$ cat src/rtl/crmb_pkg.sv
package crmb_pkg;

  typedef enum logic {
    SW_OFF = 1'b0,
    SW_ON  = 1'b1
  } sw_state_e;

  // Convert a duration in ns into clock cycles for a clock given in MHz.
  function automatic int unsigned ns_to_cyc(input int unsigned ns, input int unsigned mhz);
    return (ns * mhz) / 1000;
  endfunction

  function automatic int unsigned max_u(input int unsigned a, input int unsigned b);
    return (a > b) ? a : b;
  endfunction

endpackage

$ cat src/rtl/crmb_sat_timer.sv
// Saturating up-counter with synchronous clear and explicit count enable.
module crmb_sat_timer #(
  parameter int unsigned LIMIT = 1000,
  parameter int unsigned W     = $clog2(LIMIT + 1)
) (
  input  logic         clk,
  input  logic         rst_n,
  input  logic         clr_i,
  input  logic         tick_i,
  output logic [W-1:0] cnt_o
);

  localparam logic [W-1:0] CAP = W'(LIMIT);

  logic [W-1:0] cnt_q;
  logic [W-1:0] cnt_d;
  logic         cnt_en;

  always_comb begin
    cnt_en = clr_i | (tick_i & (cnt_q != CAP));
    if (clr_i) begin
      cnt_d = '0;
    end else begin
      cnt_d = cnt_q + W'(1);
    end
  end

  always_ff @(posedge clk or negedge rst_n) begin
    if (!rst_n) begin
      cnt_q <= '0;
    end else if (cnt_en) begin
      cnt_q <= cnt_d;
    end
  end

  assign cnt_o = cnt_q;

endmodule

$ cat src/rtl/crmb_demag_qual.sv
// Qualifies the demagnetization input against the blanking window and holds
// an accepted event until the next turn-on consumes it.
module crmb_demag_qual #(
  parameter int unsigned BLANK_CYC = 100,
  parameter int unsigned OFF_W     = 13
) (
  input  logic             clk,
  input  logic             rst_n,
  input  logic             clr_i,
  input  logic             armed_i,
  input  logic [OFF_W-1:0] off_cnt_i,
  input  logic             zcd_i,
  output logic             zok_o
);

  localparam logic [OFF_W-1:0] BLANK_END = OFF_W'(BLANK_CYC);

  logic seen_q;
  logic seen_d;
  logic seen_en;
  logic fresh;

  always_comb begin
    fresh   = armed_i & zcd_i & (off_cnt_i >= BLANK_END);
    seen_en = clr_i | fresh;
    seen_d  = ~clr_i;
    zok_o   = seen_q | fresh;
  end

  always_ff @(posedge clk or negedge rst_n) begin
    if (!rst_n) begin
      seen_q <= 1'b0;
    end else if (seen_en) begin
      seen_q <= seen_d;
    end
  end

endmodule

$ cat src/rtl/crm_boost_gate_ctl.sv
module crm_boost_gate_ctl
  import crmb_pkg::*;
#(
  parameter int unsigned CLK_MHZ       = 50,
  parameter int unsigned BLANK_NS      = 2000,
  parameter int unsigned MIN_PERIOD_NS = 5000,
  parameter int unsigned MAX_ON_NS     = 20000,
  parameter int unsigned RESTART_NS    = 100000
) (
  input  logic clk,
  input  logic rst_n,
  input  logic en_i,
  input  logic zcd_i,
  input  logic pk_i,
  input  logic ovp_i,
  output logic gate_o,
  output logic done_o
);

  localparam int unsigned BLANK_CYC   = ns_to_cyc(BLANK_NS, CLK_MHZ);
  localparam int unsigned MIN_PER_CYC = ns_to_cyc(MIN_PERIOD_NS, CLK_MHZ);
  localparam int unsigned MAX_ON_CYC  = ns_to_cyc(MAX_ON_NS, CLK_MHZ);
  localparam int unsigned RESTART_CYC = ns_to_cyc(RESTART_NS, CLK_MHZ);
  localparam int unsigned PER_LIM     = max_u(MIN_PER_CYC, MAX_ON_CYC);
  localparam int unsigned OFF_LIM     = max_u(RESTART_CYC, BLANK_CYC);
  localparam int unsigned PER_W       = $clog2(PER_LIM + 1);
  localparam int unsigned OFF_W       = $clog2(OFF_LIM + 1);

  localparam logic [PER_W-1:0] ON_LAST   = PER_W'(MAX_ON_CYC - 1);
  localparam logic [PER_W-1:0] PER_READY = PER_W'(MIN_PER_CYC - 1);
  localparam logic [OFF_W-1:0] RST_READY = OFF_W'(RESTART_CYC - 1);

  sw_state_e        state_q;
  sw_state_e        state_d;
  logic             done_q;
  logic             done_d;
  logic [PER_W-1:0] per_cnt;
  logic [OFF_W-1:0] off_cnt;
  logic             zok;
  logic             turn_on;
  logic             turn_off;
  logic             end_on;
  logic             start_ok;

  // Cycles since the last turn-on: sets on-time ceiling and minimum period.
  crmb_sat_timer #(
    .LIMIT (PER_LIM),
    .W     (PER_W)
  ) u_per_tmr (
    .clk    (clk),
    .rst_n  (rst_n),
    .clr_i  (~en_i | turn_on),
    .tick_i (en_i),
    .cnt_o  (per_cnt)
  );

  // Cycles since the last turn-off: sets blanking and restart timeout.
  crmb_sat_timer #(
    .LIMIT (OFF_LIM),
    .W     (OFF_W)
  ) u_off_tmr (
    .clk    (clk),
    .rst_n  (rst_n),
    .clr_i  (~en_i | turn_off),
    .tick_i (en_i),
    .cnt_o  (off_cnt)
  );

  crmb_demag_qual #(
    .BLANK_CYC (BLANK_CYC),
    .OFF_W     (OFF_W)
  ) u_demag (
    .clk       (clk),
    .rst_n     (rst_n),
    .clr_i     (~en_i | turn_on),
    .armed_i   (state_q == SW_OFF),
    .off_cnt_i (off_cnt),
    .zcd_i     (zcd_i),
    .zok_o     (zok)
  );

  always_comb begin
    end_on   = (state_q == SW_ON) & (pk_i | (per_cnt >= ON_LAST));
    start_ok = (state_q == SW_OFF) & ~ovp_i & (per_cnt >= PER_READY)
             & (zok | (off_cnt >= RST_READY));
    turn_on  = en_i & start_ok;
    turn_off = en_i & end_on;

    state_d = state_q;
    done_d  = 1'b0;
    if (!en_i) begin
      state_d = SW_OFF;
    end else if (turn_on) begin
      state_d = SW_ON;
    end else if (turn_off) begin
      state_d = SW_OFF;
      done_d  = 1'b1;
    end
  end

  always_ff @(posedge clk or negedge rst_n) begin
    if (!rst_n) begin
      state_q <= SW_OFF;
      done_q  <= 1'b0;
    end else begin
      state_q <= state_d;
      done_q  <= done_d;
    end
  end

  assign gate_o = (state_q == SW_ON);
  assign done_o = done_q;

endmodule

$ cat config.mk
export PLATFORM = sky130hd
export DESIGN_NAME = crm_boost_gate_ctl
export DESIGN_NICKNAME = d
export VERILOG_FILES = /design/src/rtl/crmb_pkg.sv /design/src/rtl/crmb_sat_timer.sv /design/src/rtl/crmb_demag_qual.sv /design/src/rtl/crm_boost_gate_ctl.sv
export SDC_FILE = /design/constraint.sdc
export NUM_CORES = 1
export LEC_CHECK = 0
export ABC_AREA = 1
export BUFFER_PORTS_ARGS = -buffer_cell sky130_fd_sc_hd__buf_2
export CAP_MARGIN = 0
export CORE_MARGIN = 4
export CORE_UTILIZATION = 30
export DETAILED_ROUTE_END_ITERATION = 7
export GPL_ROUTABILITY_DRIVEN = 0
export SLEW_MARGIN = 20
export SYNTH_ARGS = -nofsm -noshare
export SYNTH_HDL_FRONTEND = slang
export SYNTH_HIERARCHICAL = 1
export SYNTH_SLANG_ARGS = --single-unit
$ cat constraint.sdc
create_clock -name clk -period 2.3 [get_ports clk]
set_input_delay 0.115 -clock clk [delete_from_list [all_inputs] [get_ports clk]]
set_output_delay 0.115 -clock clk [all_outputs]
set_load 0.03 [all_outputs]
==> results of run 1 <==
-- synth_stat cells (all sizes together) --
cell type / count / area (um2)
a21o: 1 / 7.51
a21oi: 3 / 33.8
buf: 5 / 36.3
clkinv: 2 / 7.51
dfrtp: 26 / 651
ha: 4 / 50.1
inv: 39 / 151
nand2: 107 / 424
nand3: 38 / 200
nand3b: 1 / 7.51
nand4: 12 / 75.1
nor2: 42 / 170
nor3: 3 / 15.0
o21ai: 7 / 46.3
o21bai: 2 / 15.0
or2: 2 / 12.5
xnor2: 2 / 17.5
xor2: 4 / 35.0
-- kinds of logic after synthesis --
| logic type | Yosys count | synth area share, % |
|---|---|---|
| buffers and inverters | 46 | 9.98 |
| DFF | 26 | 33.3 |
| and+or+nand+nor | 205 | 46.3 |
| AOI/OAI and AO/OA | 13 | 5.25 |
| adders and majority gates | 4 | 2.56 |
| xor gates and xnor gates | 6 | 2.69 |
-- per-layer routing --
metal  vias to the layer above  routed length, um  global-route usage [%]
li1                        993                  -                       -
met1                       853               2340                    17.3
met2                        13               2110                    20.2
met3                         2                 87                   0.559
met4                         0                 28                    3.30
met5                         -                  0                       0
-- stage by stage --
stage,cells,util [%],instance area (um2)
after floorplan,300,-,1960
after global placement,390,33.6,2130
after detailed placement,390,33.6,2130
after CTS,394,34.4,2180
after global routing,399,35.1,2230
final,399,35.1,2230
-- layout make-up --
class                           instances  area [um2]  area share, %
Inverter                               41         163           7.31
Tap cell                               77        96.3           4.33
Clock buffer                            3        41.3           1.85
Timing Repair inverter                  1        5.00          0.225
Timing Repair Buffer                   23         158           7.08
Sequential cell                        26         651           29.2
Multi-Input combinational cell        228        1110           50.0
-- path summary, 6_finish.rpt --
path / end / cells past startpoint / from
hold / removal: gate_o$_DFFE_PN0P_ / 4 / pk_i
max in group asynchronous: u_per_tmr/cnt_o[6]$_DFFE_PN0P_ / 2 / rst_n
setup / recovery: u_per_tmr/cnt_o[8]$_DFFE_PN0P_ / 14 / u_off_tmr/cnt_o[7]$_DFFE_PN0P_
setup reg to reg: u_per_tmr/cnt_o[8]$_DFFE_PN0P_ / 14 / u_off_tmr/cnt_o[7]$_DFFE_PN0P_
min in group asynchronous: u_off_tmr/cnt_o[10]$_DFFE_PN0P_ / 2 / rst_n
hold reg to reg: u_demag/seen_q$_DFFE_PN0P_ / 2 / u_demag/seen_q$_DFFE_PN0P_
-- power groups by stage --
| stage | Sequential, mW | Clock, mW | Combinational [mW] |
|---|---|---|---|
| 4_1_cts | 0.474 | 0.277 | 0.0848 |
| 5_1_grt | 0.475 | 0.292 | 0.102 |
| 3_5_place_dp | 0.483 | 0 | 0.0830 |
| 2_1_floorplan | 0.480 | 0 | 0.0503 |
| 3_3_place_gp | 0.482 | 0 | 0.0833 |
| 6_report | 0.473 | 0.259 | 0.0911 |
-- sequential cells by signal, summed over array words and instances, names as in the netlist --
signal,cells
gate_o,1
done_o,1
u_per_tmr/cnt_o,10
u_demag/seen_q,1
u_off_tmr/cnt_o,13
-- what timing repair did --
action                                  in CTS  in global routing
setup buffers                                0                  4
resized for setup                            0                  2
hold buffers                                 1                  0
endpoints found under the hold margin       26                  0
endpoints found under the setup margin       0                  8
-- critical path: cells and delay by family, from the launching register on --
kind | cells | cell delay [ps]
buf+inv | 2 | 280
simple gates | 11 | 1070
flops | 1 | 440
compound gates | 1 | 140
==> reports/qor.csv, run 1 <==
stage;metric;value;unit
finish;final_nets;334;
timing;rsz_0062_raised_after_global_routing;no;
floorplan;floorplan.die.width;88.7;um
hold_path;min_path_type;primary input to flip-flop;
floorplan;top_level_ports;8;
outcome;run_status;completed;
worst_setup_path;critPathKind;flip-flop to flip-flop;
yosys;ys_warn_count;6;
route;routed_wl;4.57;mm
placed_design;buffer_ports.inserted;7;
route;detailroute.via_count;1861;
timing;whs;139;ps
timing;finalSetupViolCount;0;
power_and_ir_drop;power.switching_fraction;25.9;%
worst_setup_path;crit_top_cell;nand2_1;
route;wl_per_cell;11.4;um
finish;most_frequent_standard_cell_in_the_layout_excluding_fill_and_tap_cells;nand2_1;
placed_design;post-place-ws;213;ps
clock_tree;cts_tree;yes;
finish;layout-drive-gt1-share;14.9;%
grt;overflow;0;
clock_tree;clock_input_transition_at_the_sequential_cells_of_the_worst_setup_and_hold_paths;90;ps
floorplan;fp.dieArea;7870;um2
timing;final_worst_path_setup_slack;308;ps
timing;skew;7.96;ps
timing;timing.max_slew.rel_slack;59.8;%
route;ant_nets;0;
timing;hold_viol_final;0;
floorplan;die_h;88.7;um
floorplan;core.rowCount;29;
yosys;post_synth_num_cell_types;30;
placed_design;dpl.hpwl;3.43;mm
power_and_ir_drop;share_of_power_burned_in_the_clock_network;31.5;%
timing;period_needed;1990;ps
timing;achievable-frequency;0.502;GHz
timing;timing_max_transition_violations_final;0;
clock_tree;cts-root-to-sink-buffers;2;
yosys;syn_nets;310;
floorplan;core_area;6350;um2
worst_setup_path;crit_path_end_kind;flip-flop;
grt;grt.total_usage;12.2;%
finish;flow.area_growth_from_synthesis;13.8;%
timing;worst_max_slew_pin_slew;603;ps
power_and_ir_drop;power_frac_comb;11.1;%
clock_tree;numCtsBuffers;3;
finish;layout.filler_cells;665;
yosys;yosysSeqAreaShare;33.3;%
worst_setup_path;cp_cell_sequence;or2_0 -> nor2_1 -> nand2_1 -> nand2_2 -> nand2_1 -> o21bai_1 -> nor2_1 -> nand2_1 -> nand2_2 -> nand2_2 -> clkinvlp_4 -> buf_4 -> nand4_1 -> nand2_1;
finish;top_library_cells_by_usage_in_the_layout_fill_and_taps_aside;nand2_1 (99), nor2_1 (39), inv_1 (37), nand3_1 (36), dfrtp_1 (26);
worst_setup_path;worst-path-max-fanout;7;
worst_setup_path;crit_path_top_delay_cell;dfrtp_1;
clock_tree;clkLatencyLatePin;270;ps
power_and_ir_drop;seq_power_share;57.5;%
power_and_ir_drop;cell_internal_pwr;0.610;mW
route;vias_per_cell;4.66;
power_and_ir_drop;peakVddDrop;186;uV
grt;grt_antenna_before_repair;0;
flow_run;max_cap_viol_count;0;
clock_tree;cts_htree_levels;1;
worst_setup_path;worst-endpoint-required;2510;ps
timing;setup_total_negative_slack;0;ps
worst_setup_path;worst-r2r-setup-slack;310;ps
yosys;post_synth.cell_area_avg;6.52;um2
power_and_ir_drop;power.switching;0.214;mW
grt;grt_start_max_net_pins;27;
clock_tree;cts_root_buffer;clkbuf_8;
power_and_ir_drop;total_leakage_power;1.12;nW
finish;antenna_cells_inserted;0;
route;dr.first_iter.drc_count;119;
timing;finalCritPeriodShare;86.6;%
yosys;ys_ff_latch;26;
yosys;synthesis.area;1960;um2
clock_tree;clock_net_sink_count;26;
power_and_ir_drop;post-layout-total-power;0.824;mW
route;drtPass1Iterations;4;
yosys;syn-instance-count;300;
worst_setup_path;cp.arrival;2200;ps
grt;grt_pass1_wl;7.76;mm
power_and_ir_drop;power_per_cell_area;370;nW/um2
route;post-route-drc-count;0;
grt;number_of_global_route_vias_before_repair;1703;
worst_setup_path;crit_path_max_incr_delay;440;ps
worst_setup_path;worst_setup_path_start_kind;flip-flop;
floorplan;initial_core_util;30.8;%
Power figures use the tool's default switching activity.
==> run 2: changes to the inputs <==
--- a/config.mk
+++ b/config.mk
@@ -5,13 +5,15 @@
 export SDC_FILE = /design/constraint.sdc
 export NUM_CORES = 1
 export LEC_CHECK = 0
-export ABC_AREA = 1
+export ABC_AREA = 0
 export BUFFER_PORTS_ARGS = -buffer_cell sky130_fd_sc_hd__buf_2
 export CAP_MARGIN = 0
 export CORE_MARGIN = 4
 export CORE_UTILIZATION = 30
 export DETAILED_ROUTE_END_ITERATION = 7
 export GPL_ROUTABILITY_DRIVEN = 0
+export MAX_ROUTING_LAYER = met4
+export SETUP_SLACK_MARGIN = 0.15
 export SLEW_MARGIN = 20
 export SYNTH_ARGS = -nofsm -noshare
 export SYNTH_HDL_FRONTEND = slang
==> reports/qor.csv, run 2 <==
stage;metric;value;unit;change
route;wl_per_cell;14.3;um;was 11.4 um
power_and_ir_drop;seq_power_share;48.2;%;was 57.5%
yosys;post_synth_most_frequent_cells;dfrtp_1 (26), nor2_1 (14), nand2_1 (12), inv_1 (10), nand4_1 (10);;was nand2_1 (100), nor2_1 (39), inv_1 (37), nand3_1 (36), dfrtp_1 (26)
route;vias_per_cell;5.28;;was 4.66
floorplan;core_area;4850;um2;was 6350 um2
timing;finalSetupViolCount;0;;unchanged
power_and_ir_drop;total_leakage_power;0.783;nW;was 1.12 nW
power_and_ir_drop;cell_internal_pwr;0.758;mW;was 0.610 mW
route;detailroute.via_count;1341;;was 1861
timing;worst_max_slew_pin_slew;595;ps;was 603 ps
finish;post_route_cell_area;1940;um2;was 2230 um2
timing;achievable-frequency;0.480;GHz;was 0.502 GHz
power_and_ir_drop;power_frac_comb;13.6;%;was 11.1%
clock_tree;numCtsBuffers;3;;unchanged
route;ant_nets;0;;unchanged
yosys;ys_ff_latch;26;;unchanged
power_and_ir_drop;power.switching;0.243;mW;was 0.214 mW
power_and_ir_drop;power_per_cell_area;515;nW/um2;was 370 nW/um2
worst_setup_path;critical_path.reg2reg.endpoint;u_per_tmr/cnt_o[0]$_DFFE_PN0P_;;was u_per_tmr/cnt_o[8]$_DFFE_PN0P_
worst_setup_path;crit_path_max_incr_delay;470;ps;was 440 ps
finish;flow.area_growth_from_synthesis;26.0;%;was 13.8%
timing;setup_total_negative_slack;0;ps;unchanged
finish;layout-drive-gt1-share;27.8;%;was 14.9%
yosys;synthesis.area;1540;um2;was 1960 um2
yosys;yosys_most_used_dff;dfrtp_1;;unchanged
yosys;synth_largest_type_area_fraction;42.2;%;was 33.3%
hold_path;min_path_type;primary input to flip-flop;;unchanged
grt;grt_pass1_wl;6.02;mm;was 7.76 mm
finish;final_nets;198;;was 334
route;dr.first_iter.drc_count;62;;was 119
floorplan;top_level_ports;8;;unchanged
finish;largest_register_ffs;13;;unchanged
floorplan;floorplan.die.width;79.7;um;was 88.7 um
route;routed_wl;3.62;mm;was 4.57 mm
outcome;run_status;completed;;unchanged
floorplan;fp.dieArea;6350;um2;was 7870 um2
yosys;yosys-top-cells-area;dfrtp_1 (42%), nand4_1 (4.1%), nor2_1 (3.4%);;was dfrtp_1 (33%), nand2_1 (19%), nand3_1 (9.2%)
timing;timing_max_transition_violations_final;0;;unchanged
power_and_ir_drop;share_of_power_burned_in_the_clock_network;38.2;%;was 31.5%
worst_setup_path;worst-endpoint-required;2490;ps;was 2510 ps
grt;overflow;0;;unchanged
route;drtPass1Iterations;4;;unchanged
yosys;post_synth_num_cell_types;44;;was 30
worst_setup_path;launching_element_of_the_worst_setup_path;u_off_tmr/cnt_o[3]$_DFFE_PN0P_;;was u_off_tmr/cnt_o[7]$_DFFE_PN0P_
clock_tree;clock_net_sink_count;26;;unchanged
worst_setup_path;cpLargestDelayFamily;compound AO/OA/AOI/OAI gates;;was simple AND/OR/NAND/NOR gates
worst_setup_path;cp_cell_sequence;o311ai_4 -> a31oi_1 -> o32ai_2 -> nand2_2 -> nand2b_4 -> or4_4 -> o2111ai_2;;was or2_0 -> nor2_1 -> nand2_1 -> nand2_2 -> nand2_1 -> o21bai_1 -> nor2_1 -> nand2_1 -> nand2_2 -> nand2_2 -> clkinvlp_4 -> buf_4 -> nand4_1 -> nand2_1
finish;layout.filler_cells;488;;was 665
finish;most_frequent_standard_cell_in_the_layout_excluding_fill_and_tap_cells;dfrtp_1;;was nand2_1
worst_setup_path;cp.arrival;2280;ps;was 2200 ps
finish;antenna_cells_inserted;0;;unchanged
clock_tree;clkLatencyLatePin;270;ps;about the same
route;post-route-drc-count;0;;unchanged
worst_setup_path;critPathKind;flip-flop to flip-flop;;unchanged
worst_setup_path;crit_path_end_kind;flip-flop;;unchanged
clock_tree;cts-root-to-sink-buffers;2;;unchanged
timing;skew;3.24;ps;was 7.96 ps
timing;finalCritPeriodShare;90.6;%;was 86.6%
yosys;yosysSeqAreaShare;42.2;%;was 33.3%
worst_setup_path;worst_setup_path_start_kind;flip-flop;;unchanged
timing;rsz_0062_raised_after_global_routing;yes;;was no
worst_setup_path;worst-r2r-setup-slack;220;ps;was 310 ps
clock_tree;clock_input_transition_at_the_sequential_cells_of_the_worst_setup_and_hold_paths;90;ps;about the same
yosys;post-synth-top-area-cell;dfrtp_1;;unchanged
yosys;asr_flop_ratio_synth;100;%;unchanged
timing;period_needed;2080;ps;was 1990 ps
yosys;synth_edf_count;0;;unchanged
placed_design;dpl.hpwl;2.53;mm;was 3.43 mm
floorplan;die_h;79.7;um;was 88.7 um
timing;whs;252;ps;was 139 ps
worst_setup_path;worst-path-max-fanout;6;;was 7
worst_setup_path;timing.critical_path.depth;7;;was 14
clock_tree;cts_root_buffer;clkbuf_8;;unchanged
worst_setup_path;crit_end;u_per_tmr/cnt_o[0]$_DFFE_PN0P_;;was u_per_tmr/cnt_o[8]$_DFFE_PN0P_
flow_run;max_cap_viol_count;0;;unchanged
yosys;post_synth.cell_area_avg;9.46;um2;was 6.52 um2
grt;grt.total_usage;12.2;%;about the same
clock_tree;cts_htree_levels;1;;unchanged
placed_design;detailed_place.area;1740;um2;was 2130 um2
placed_design;buffer_ports.inserted;7;;unchanged
floorplan;core.rowCount;25;;was 29
yosys;post-synth-top-count-cell;dfrtp_1;;was nand2_1
worst_setup_path;crit_reg_reg_startpoint;u_off_tmr/cnt_o[3]$_DFFE_PN0P_;;was u_off_tmr/cnt_o[7]$_DFFE_PN0P_
finish;top_library_cells_by_usage_in_the_layout_fill_and_taps_aside;dfrtp_1 (22), buf_4 (15), nor2_1 (14), nand2_1 (11);;was nand2_1 (99), nor2_1 (39), inv_1 (37), nand3_1 (36), dfrtp_1 (26)
worst_setup_path;crit_path_top_delay_cell;dfrtp_2;;was dfrtp_1
yosys;ys_warn_count;6;;unchanged
worst_setup_path;path_buf_inv;0;;was 2
yosys;syn_nets;173;;was 310
worst_setup_path;reg2reg_depth;7;;was 14
yosys;syn-instance-count;163;;was 300
grt;number_of_global_route_vias_before_repair;1287;;was 1703
power_and_ir_drop;power.switching_fraction;24.3;%;was 25.9%
timing;timing.max_slew.rel_slack;60.3;%;was 59.8%
grt;grt_start_max_net_pins;27;;unchanged
timing;hold_viol_final;0;;unchanged
floorplan;initial_core_util;31.8;%;was 30.8%
grt;grt_antenna_before_repair;0;;unchanged
clock_tree;cts_tree;yes;;unchanged
power_and_ir_drop;peakVddDrop;238;uV;was 186 uV
[run 2: cell types whose count changed in the layout (fill, tap and decap cells not counted), sizes merged, moves of 4 or more]
cell   delta
a21oi     +7
inv      -29
nand2    -95
nand3    -30
nor2     -28
nor4      +4
or3       +5
or4       +5
xnor2     +4
[run 2: logic make-up after synthesis]
logic type	count (synthesis)	share of synthesized area [%]
buffers and inverters	13	3.17
AND/OR/NAND/NOR	75	28.5
flip-flops	26	42.2
adder cells (fa/ha/maj)	4	3.25
XOR/XNOR	11	6.25
multiplexers	1	0.649
AO/OA/AOI/OAI	33	16.0
[run 2: what timing repair did]
item / 4_1_cts / 5_1_grt
pin swaps: 1 / 6
endpoints found under the hold margin: 26 / 0
hold buffers: 1 / 0
resized for setup: 3 / 13
endpoints found under the setup margin: 2 / 2
setup buffers: 1 / 4
[run 2: worst min-delay path by stage]
stage	depth (start not counted)	slack, ps	start	end
6_report	3	250	zcd_i	u_demag/seen_q$_DFFE_PN0P_
5_1_grt	3	230	zcd_i	u_demag/seen_q$_DFFE_PN0P_
3_3_place_gp	1	160	rst_n	u_off_tmr/cnt_o[0]$_DFFE_PN0P_
3_5_place_dp	1	160	rst_n	u_off_tmr/cnt_o[0]$_DFFE_PN0P_
2_1_floorplan	0	-180	rst_n	done_o$_DFF_PN0_
4_1_cts	4	240	pk_i	gate_o$_DFFE_PN0P_
[run 2: worst min-delay path: stages]
cell	delay [ps]
buf_2	100
a21oi_1	180
a311oi_1	90
[run 2: area by class of cell]
cell class	instances	area [um2]	area share, %
tap	67	83.8	4.32
inverter	10	37.5	1.93
clock buffer	3	41.3	2.13
sequential	26	656	33.8
timing repair buffer	23	158	8.12
multi-input combinational	124	936	48.2
clock inverter	1	30.0	1.55
[run 2: power groups by stage]
stage | logic (mW) | clock network, mW | registers (mW)
3_5_place_dp | 0.121 | 0 | 0.491
4_1_cts | 0.123 | 0.401 | 0.482
5_1_grt | 0.150 | 0.419 | 0.484
3_3_place_gp | 0.120 | 0 | 0.491
6_report | 0.137 | 0.382 | 0.482
2_1_floorplan | 0.0574 | 0 | 0.500
[run 2: layer usage]
layer / global-route usage [%] / vias to the layer above / part of all wire [%]
met5: - / - / 0
met4: 2.06 / 0 / 0.52
met3: 2.71 / 2 / 3.6
met2: 19.6 / 30 / 49
met1: 16.0 / 652 / 47
li1: - / 657 / -
[run 2: metrics by stage]
step / total power [mW] / cells / utilization, % / setup slack, ps
finish: 1.00 / 254 / 40.1 / 216
global route: 1.05 / 254 / 40.1 / 137
CTS: 1.01 / 250 / 37.9 / 157
detailed placement: 0.612 / 244 / 35.9 / 114
global placement: 0.611 / 244 / 35.9 / 159
floorplan: 0.557 / 163 / - / 198
